==> src/rtl/sleep_pkg.sv <==
// Package: shared state encoding for the sleep controller.
// Assumes: all submodules of sleep_ctrl import this package.
package sleep_pkg;

    typedef enum logic [2:0] {
        ST_AWAKE    = 3'd0,
        ST_ENTERING = 3'd1,
        ST_ASLEEP   = 3'd2,
        ST_EXITING  = 3'd3,
        ST_RECOVERY = 3'd4
    } slp_state_t;

endpackage

==> src/rtl/sleep_sync.sv <==
// Module: multi-flop synchroniser for the asynchronous sleep request.
// Assumes: STAGES >= 2; the flops clear to 0 on synchronous reset.
module sleep_sync #(
    parameter int STAGES = 2
) (
    input  logic clk,
    input  logic rst_n,
    input  logic d_async,
    output logic q_sync
);

    logic [STAGES-1:0] stg;

    // Each stage samples the previous one; stage 0 samples the raw input.
    for (genvar g = 0; g < STAGES; g++) begin : g_stage
        if (g == 0) begin : g_first
            always_ff @(posedge clk) begin
                if (!rst_n) stg[0] <= 1'b0;
                else        stg[0] <= d_async;
            end
        end else begin : g_rest
            always_ff @(posedge clk) begin
                if (!rst_n) stg[g] <= 1'b0;
                else        stg[g] <= stg[g-1];
            end
        end
    end

    assign q_sync = stg[STAGES-1];

endmodule

==> src/rtl/sleep_fsm.sv <==
// Module: phase sequencer (awake, entering, asleep, exiting, recovery).
// Assumes: req_s is already synchronised; every phase length is >= 1 cycle.
module sleep_fsm
    import sleep_pkg::*;
#(
    parameter int ENTER_CYC = 2,
    parameter int EXIT_CYC  = 2,
    parameter int RECOV_CYC = 2
) (
    input  logic       clk,
    input  logic       rst_n,
    input  logic       req_s,
    output slp_state_t state,
    output logic       ready,
    output logic       pd_en,
    output logic       flush
);

    localparam int MAX_A = (ENTER_CYC > EXIT_CYC) ? ENTER_CYC : EXIT_CYC;
    localparam int MAX_C = (MAX_A > RECOV_CYC) ? MAX_A : RECOV_CYC;
    localparam int CNT_W = (MAX_C > 1) ? $clog2(MAX_C) : 1;

    slp_state_t       nxt;
    logic [CNT_W-1:0] cnt, cnt_nxt;
    logic             last;

    assign last = (cnt == '0);

    // Next-state and phase-counter selection.
    always_comb begin
        nxt     = state;
        cnt_nxt = last ? cnt : cnt - 1'b1;
        case (state)
            ST_AWAKE: if (req_s) begin
                nxt     = ST_ENTERING;
                cnt_nxt = CNT_W'(ENTER_CYC - 1);
            end
            ST_ENTERING: if (last) nxt = ST_ASLEEP;
            ST_ASLEEP: if (!req_s) begin
                nxt     = ST_EXITING;
                cnt_nxt = CNT_W'(EXIT_CYC - 1);
            end
            ST_EXITING: if (last) begin
                nxt     = ST_RECOVERY;
                cnt_nxt = CNT_W'(RECOV_CYC - 1);
            end
            ST_RECOVERY: if (last) nxt = ST_AWAKE;
            default: nxt = ST_AWAKE;
        endcase
    end

    // State and counter registers.
    always_ff @(posedge clk) begin
        if (!rst_n) begin
            state <= ST_AWAKE;
            cnt   <= '0;
        end else begin
            state <= nxt;
            cnt   <= cnt_nxt;
        end
    end

    assign ready = (state == ST_AWAKE);
    assign pd_en = (state == ST_ASLEEP);
    assign flush = (state == ST_ENTERING) && (cnt == CNT_W'(ENTER_CYC - 1));

    // power-down is only reached through the entry phase.
    a_r3_pd_after_entry: assert property (@(posedge clk) disable iff (!rst_n)
        $rose(pd_en) |-> $past(state) == ST_ENTERING);

    // leaving power-down always goes into the exit phase.
    a_r4_exit_after_pd: assert property (@(posedge clk) disable iff (!rst_n)
        $fell(pd_en) |-> state == ST_EXITING);

    // ready returns only at the end of recovery.
    a_r4_ready_after_recovery: assert property (@(posedge clk) disable iff (!rst_n)
        $rose(ready) |-> $past(state) == ST_RECOVERY);

endmodule

==> src/rtl/sleep_guard.sv <==
// Module: access gate and sticky violation flag.
// Assumes: ready marks the awake phase; req_s is the synchronised request.
module sleep_guard (
    input  logic clk,
    input  logic rst_n,
    input  logic acc_req,
    input  logic ready,
    input  logic req_s,
    output logic acc_grant,
    output logic viol
);

    logic bad_acc;

    assign bad_acc   = acc_req && (!ready || req_s);
    assign acc_grant = acc_req && ready && !req_s;

    // Latch any access attempt outside the open window until reset.
    always_ff @(posedge clk) begin
        if (!rst_n) viol <= 1'b0;
        else        viol <= viol | bad_acc;
    end

    // no grant outside the awake phase.
    a_r5_grant_needs_ready: assert property (@(posedge clk) disable iff (!rst_n)
        acc_grant |-> ready);

    // a refused access raises the flag next cycle.
    a_r6_bad_sets_flag: assert property (@(posedge clk) disable iff (!rst_n)
        (acc_req && !ready) |=> viol);

    // the flag never clears without reset.
    a_r7_flag_sticky: assert property (@(posedge clk) disable iff (!rst_n)
        viol |=> viol);

endmodule

==> src/rtl/sleep_ctrl.sv <==
// Module: top of the sleep controller; wires synchroniser, sequencer, guard.
// Assumes: sleep_req_a may change at any time relative to clk.
module sleep_ctrl
    import sleep_pkg::*;
#(
    parameter int SYNC_STAGES = 2,
    parameter int ENTER_CYC   = 2,
    parameter int EXIT_CYC    = 2,
    parameter int RECOV_CYC   = 2
) (
    input  logic clk,
    input  logic rst_n,
    input  logic sleep_req_a,
    input  logic acc_req,
    output logic ready,
    output logic pd_en,
    output logic flush,
    output logic acc_grant,
    output logic viol
);

    logic       req_s;
    slp_state_t state;

    sleep_sync #(.STAGES(SYNC_STAGES)) u_sync (
        .clk     (clk),
        .rst_n   (rst_n),
        .d_async (sleep_req_a),
        .q_sync  (req_s)
    );

    sleep_fsm #(
        .ENTER_CYC (ENTER_CYC),
        .EXIT_CYC  (EXIT_CYC),
        .RECOV_CYC (RECOV_CYC)
    ) u_fsm (
        .clk   (clk),
        .rst_n (rst_n),
        .req_s (req_s),
        .state (state),
        .ready (ready),
        .pd_en (pd_en),
        .flush (flush)
    );

    sleep_guard u_guard (
        .clk       (clk),
        .rst_n     (rst_n),
        .acc_req   (acc_req),
        .ready     (ready),
        .req_s     (req_s),
        .acc_grant (acc_grant),
        .viol      (viol)
    );

    // awake and powered-down never overlap.
    a_r9_exclusive: assert property (@(posedge clk) disable iff (!rst_n)
        !(ready && pd_en));

    // the discard pulse never coincides with an open access window.
    a_r3_flush_not_ready: assert property (@(posedge clk) disable iff (!rst_n)
        flush |-> !ready);

endmodule

==> config.mk <==
export PLATFORM = sky130hd
export DESIGN_NAME = sleep_ctrl
export DESIGN_NICKNAME = d
export VERILOG_FILES = /design/src/rtl/sleep_pkg.sv /design/src/rtl/sleep_sync.sv /design/src/rtl/sleep_fsm.sv /design/src/rtl/sleep_guard.sv /design/src/rtl/sleep_ctrl.sv
export SDC_FILE = /design/constraint.sdc
export NUM_CORES = 1
export LEC_CHECK = 0
export BUFFER_PORTS_ARGS = -buffer_cell sky130_fd_sc_hd__buf_4
export CAP_MARGIN = 20
export CORE_AREA = 2 2 39 41
export CTS_CLUSTER_DIAMETER = 60
export DETAILED_ROUTE_END_ITERATION = 16
export DIE_AREA = 0 0 41 43
export GPL_TIMING_DRIVEN = 0
export HOLD_SLACK_MARGIN = 0.12
export SYNTH_ARGS = -nofsm -noshare
export SYNTH_HDL_FRONTEND = slang
export SYNTH_SLANG_ARGS = --single-unit
==> constraint.sdc <==
create_clock -name clk -period 1.1 [get_ports clk]
set_input_delay 0.055 -clock clk [delete_from_list [all_inputs] [get_ports clk]]
set_output_delay 0.055 -clock clk [all_outputs]
set_load 0.01 [all_outputs]
* Word-level counts from Yosys, hierarchy flattened
Index checks and enable logic that the tools add are counted.
Word-level totals: flip-flop bits (word level) 7, word-level logic and storage cells 36, output and inout bits 5, bits of input ports 4
Cells by class: add/sub/neg operators 1, reduce and logical (&&, ||, !) cells 9, multiplexer cells 11, bitwise gates (word level) 1, eq/ne operators 9
Operators by type and width (count):
- $mux W3 | 5
- $pmux W3 S5 | 1
- $ne A2 B2 Y1 const B | 5
- $eq A3 B2 Y1 const B | 2
- $reduce_and A5 Y1 | 1
- $logic_and A1 B1 Y1 | 4
- $mux W1 | 4
- $eq A3 B1 Y1 const B | 1
- $eq A3 B3 Y1 const B | 1
- $logic_not A3 Y1 | 1
- $pmux W1 S3 | 1
- $logic_not A1 Y1 | 2
- $logic_or A1 B1 Y1 | 1
- $or A1 B1 Y1 | 1
- $sub A1 B1 Y1 const B | 1

* Depth between registers and ports, before layout
depth in word-level cells 5, gate-level depth with buffers 4, mapped depth without buffers 3

* Cells and area by module
Synthesis repeated with hierarchy kept, for this count alone.
Second synthesis, totals: cells, all modules 29, area total of the unflattened synthesis 290.3 um^2
By module, submodules not included:
- sleep_fsm | sequential area each 80.1 um^2, instances 1, area each 185.2 um^2, cells each 19
- sleep_guard | sequential area each 20.0 um^2, instances 1, area each 52.6 um^2, cells each 6
- sleep_sync | sequential area each 40.0 um^2, instances 1, area each 52.6 um^2, cells each 4

* Worst setup path before layout
No wires, ideal clock.
kind reg-to-reg, start register u_fsm.state[1], end register u_fsm.cnt, stages on the path, launching flop included 4, slack 0.142 ns, library setup time 0.070 ns, clock period less this slack 0.958 ns, arrival time 0.888 ns, buffers on the path 1, required time 1.030 ns, path through dfxtp_1 > buf_6 > or3b_1 > a21oi_1
On the way: word-level cells in the longest chain between the ends 2, elaborated cells between the ends (all ways) 4, those cells by class 2 x eq/ne; 1 x mux; 1 x reduce/logical
RTL lines:
- from (decl) | RTL line sleep_fsm.sv:13 | output slp_state_t state,
- from (signal assigned) | RTL line sleep_fsm.sv:58 | state <= nxt;
- $eq A3 B2 Y1 / $logic_not A3 Y1 (equally long branches) | RTL line sleep_fsm.sv:33 | case (state)
- $pmux W1 S3 (*) | RTL line sleep_fsm.sv:33
- to (signal assigned) | RTL line sleep_fsm.sv:59 | cnt <= cnt_nxt;
- to (decl) | RTL line sleep_fsm.sv:24 | logic [CNT_W-1:0] cnt, cnt_nxt;
Every way passes the cells marked *; elsewhere a longest branch is shown, timed or not. A chain may end at the register's enable or synchronous reset.

* Final worst setup path
start register u_sync.stg[1] (netlist: u_sync.q_sync), end output port acc_grant
On the way: word-level cells in the longest chain between the ends 2
RTL lines:
- from (decl) | RTL line sleep_sync.sv:12 | logic [STAGES-1:0] stg;
- from (signal, indexed assignment) | RTL line sleep_sync.sv:24 | else stg[g] <= stg[g-1];
- $logic_not A1 Y1 | RTL line sleep_guard.sv:16 | assign acc_grant = acc_req && ready && !req_s;
- $logic_and A1 B1 Y1 | RTL line sleep_guard.sv:16
- to (decl) | RTL line sleep_ctrl.sv:18 | output logic acc_grant,
Every way passes these cells.

==> key figures <==
Run status
  – Status: complete, but fails checks
  – Violated checks: setup timing

Synthesis
  – Cells after synthesis: 34
  – Yosys warns: 0
  – Post-synthesis average cell area: about 9 µm²
  – Area share of the leading cell type in the synthesized netlist: 45.0%
  – Seq/Total Area, Yosys: between 40 and 50%
  – Synth Register Bits: 7
  – Synth unique cells: 20
  – Area leader, netlist: dfxtp_1
  – Mapped Area: 312 µm²
  – Synth top area cells: dfxtp_1 45%, and2_1 6.0%, nor2_1 4.8%, and4bb_2 4.0%, buf_6 3.6%
  – Mapped Nets: 38

Timing
  – Final Max Slew Viols: 0
  – Setup Viol. Count Final: 2
  – Max Freq: about 840 MHz
  – Final worst slack: -0.0918 ns
  – Final worst path period need: roughly 1.2 ns
  – Final TNS setup: -0.124 ns
  – Final Hold Fails: 0
  – Final Skew: roughly 0.0015 ns
  – Final period utilization: 108%
  – Rel. slew slack: a little under nine tenths
  – RSZ-0062 raised after global routing: true
  – Worst-margin pin slew: between 0.2 and 0.25 ns

Setup path
  – Critical Path End Type: primary output
  – Reg-to-Reg End: u_fsm.state[2]
  – Req. time, crit path: about 1.0 ns
  – CP Max Fanout: 2
  – Reg2Reg Depth: 5
  – Startpoint types: register
  – Crit. Startpoint: u_sync.q_sync
  – Crit Path Class: register to primary output
  – CP arrival: 1.14 ns
  – Flop2flop setup slack: about 0.040 ns
  – Worst r2r src: u_fsm.state[0]

Pwr
  – Clock share of power: 23.7%
  – Leak: between 0.2 and 0.25 nW
  – Comb power frac: 40.3%
  – P_sw: roughly 310 µW
  – Max VDD drop: approximately 0.00073 V
  – Power Internal: between 600 and 700 µW
  – Pwr dens: 1940 nW/µm²
  – Sequential share of power: a little over a third
  – Sw Ratio: a little under a third

GRT
  – Remaining Overflow, GRT: 0
  – Overall routing resource usage: 10.3%
  – Initial antenna violation count: 0
  – First-pass GRT wire length: ~1.2 mm
  – Vias in the first global route: about 300
  – Pin count of the biggest net entering global routing: 8

Job
  – Max-Cap Viols: 0

Clock tree
  – Clock Latency Late Sink: between 0.2 and 0.3 ns
  – Sink Count: 7
  – CTS H-tree depth: 1
  – CTS clk-pin slew, worst paths: roughly 0.05 ns
  – Clk Tree Root Cell: clkbuf_4
  – TritonCTS clock tree: built
  – CTS Buf Count: 3
  – CTS Buffer Depth: 2

Placed design
  – Pre-CTS WS: -0.0352 ns
  – RePlAce Congestion: roughly 0.73
  – I/O Buffers: 8

Min path
  – Hold_sp: u_sync.stg[0]
  – Worst min path class: register to register
  – Hold endpoint: u_sync.q_sync
  – Hold path depth: 1

Drt
  – DRT Pass-1 Iters: 4
  – Post-route ant nets: 0
  – DRC marker count from the first detailed-route iteration: 3
  – DRC errors left: 0
  – Vias per cell: roughly 4.5
  – WL/cell: ~9.8 µm
  – Vias: 309
  – Routed WL: about 660 µm

Layout
  – Area Growth Syn to Fin: 66.3%
  – # fillers: 143
  – Commonest cells after routing, fill and taps aside: 10 x buf_4, 4 x nor2_1
  – Fraction of layout cells with a size suffix above 1: a little under half
  – Most common cell after layout, fill and taps aside: buf_4
  – Fin nets: 57
  – Final core occ: 37.4%
  – # diodes: 0

Floorplanning
  – Starting Density: between 20% and 30%
  – Core box area: around 1400 µm²
  – Die W: slightly above 40 µm
  – Total Die Area: 1760 µm²
  – FP Rows: 14
  – Die extent in y: between 40 and 50 µm
  – I/O pin count: 9
Yosys cell counts:
cell / n
nor4bb_1: 1
and4bb_2: 1
buf_2: 1
nand2b_1: 1
nor3_1: 2
nor2b_1: 1
xnor2_1: 1
nand2_1: 2
xor2_1: 1
nor2_1: 4
and2b_1: 1
a31oi_1: 1
and2_1: 3
nor3b_1: 1
or3b_1: 1
nor4_1: 1
o21ai_0: 2
a21oi_1: 1
dfxtp_1: 7
buf_6: 1
sequential cells by signal (all words and copies together), names as in the netlist:
name	cells
u_fsm.cnt	1
u_sync.stg	1
u_sync.q_sync	1
u_guard.viol	1
u_fsm.state	3
layer usage:
layer / up-vias / global-route usage [%] / wire, µm
met4: 0 / 6.00 / 14
met3: 3 / 5.24 / 43
met5: - / 0 / 0
li1: 151 / - / -
met1: 144 / 12.3 / 290
met2: 11 / 14.1 / 314
cell families (layout without fill, tap and decap cells):
family | after synthesis | after routing | synth area share (%)
flip-flops | 7 | 7 | 45.0
XOR/XNOR | 2 | 2 | 5.62
AO/OA/AOI/OAI | 4 | 4 | 6.83
buffers and inverters | 2 | 20 | 5.22
AND/OR/NAND/NOR | 19 | 19 | 37.4
final cells by class:
class	count	area [µm²]	share of cell area, %
Sequential cell	7	153	29.5
Tap cell	16	20.0	3.86
Clock buffer	4	26.3	5.07
Multi-Input combinational cell	25	180	34.8
Timing Repair Buffer	16	139	26.8
power groups by stage:
stage	clock network (mW)	registers (mW)	logic, mW
2_1_floorplan	0	0.322	0.222
3_3_place_gp	0	0.320	0.335
3_5_place_dp	0	0.321	0.337
4_1_cts	0.246	0.335	0.439
5_1_grt	0.265	0.368	0.455
6_report	0.238	0.362	0.405
critical path, cell delays in order (launching register included):
cell	delay, ns
dfxtp_4	0.35
nor4_4	0.27
and2_1	0.16
buf_4	0.11
how the worst max path moves through the flow:
stage / to / slack, ns / cells after the start
floorplan: u_fsm.cnt / 0.14 / 3
global placement: acc_grant / -0.008 / 4
detailed placement: acc_grant / -0.04 / 4
CTS: acc_grant / -0.12 / 3
global route: acc_grant / -0.15 / 3
finish: acc_grant / -0.09 / 3
per-stage QoR:
stage / power, mW / cell area, µm² / hold slack [ns] / cells
after floorplan: 0.544 / 312 / 0.168 / 34
after detailed placement: 0.659 / 392 / 0.260 / 58
after global routing: 1.09 / 518 / 0.466 / 68
after global placement: 0.656 / 392 / 0.257 / 58
final: 1.01 / 518 / 0.432 / 68
after CTS: 1.02 / 520 / 0.439 / 69
what timing repair did:
action	in CTS	in global routing
pin swaps	4	4
setup buffers	5	0
endpoints found under the setup margin	3	6
hold endpoints to repair	4	0
resized for setup	11	3
hold buffers	3	0
Note: power is estimated with default switching activity, not from simulation.
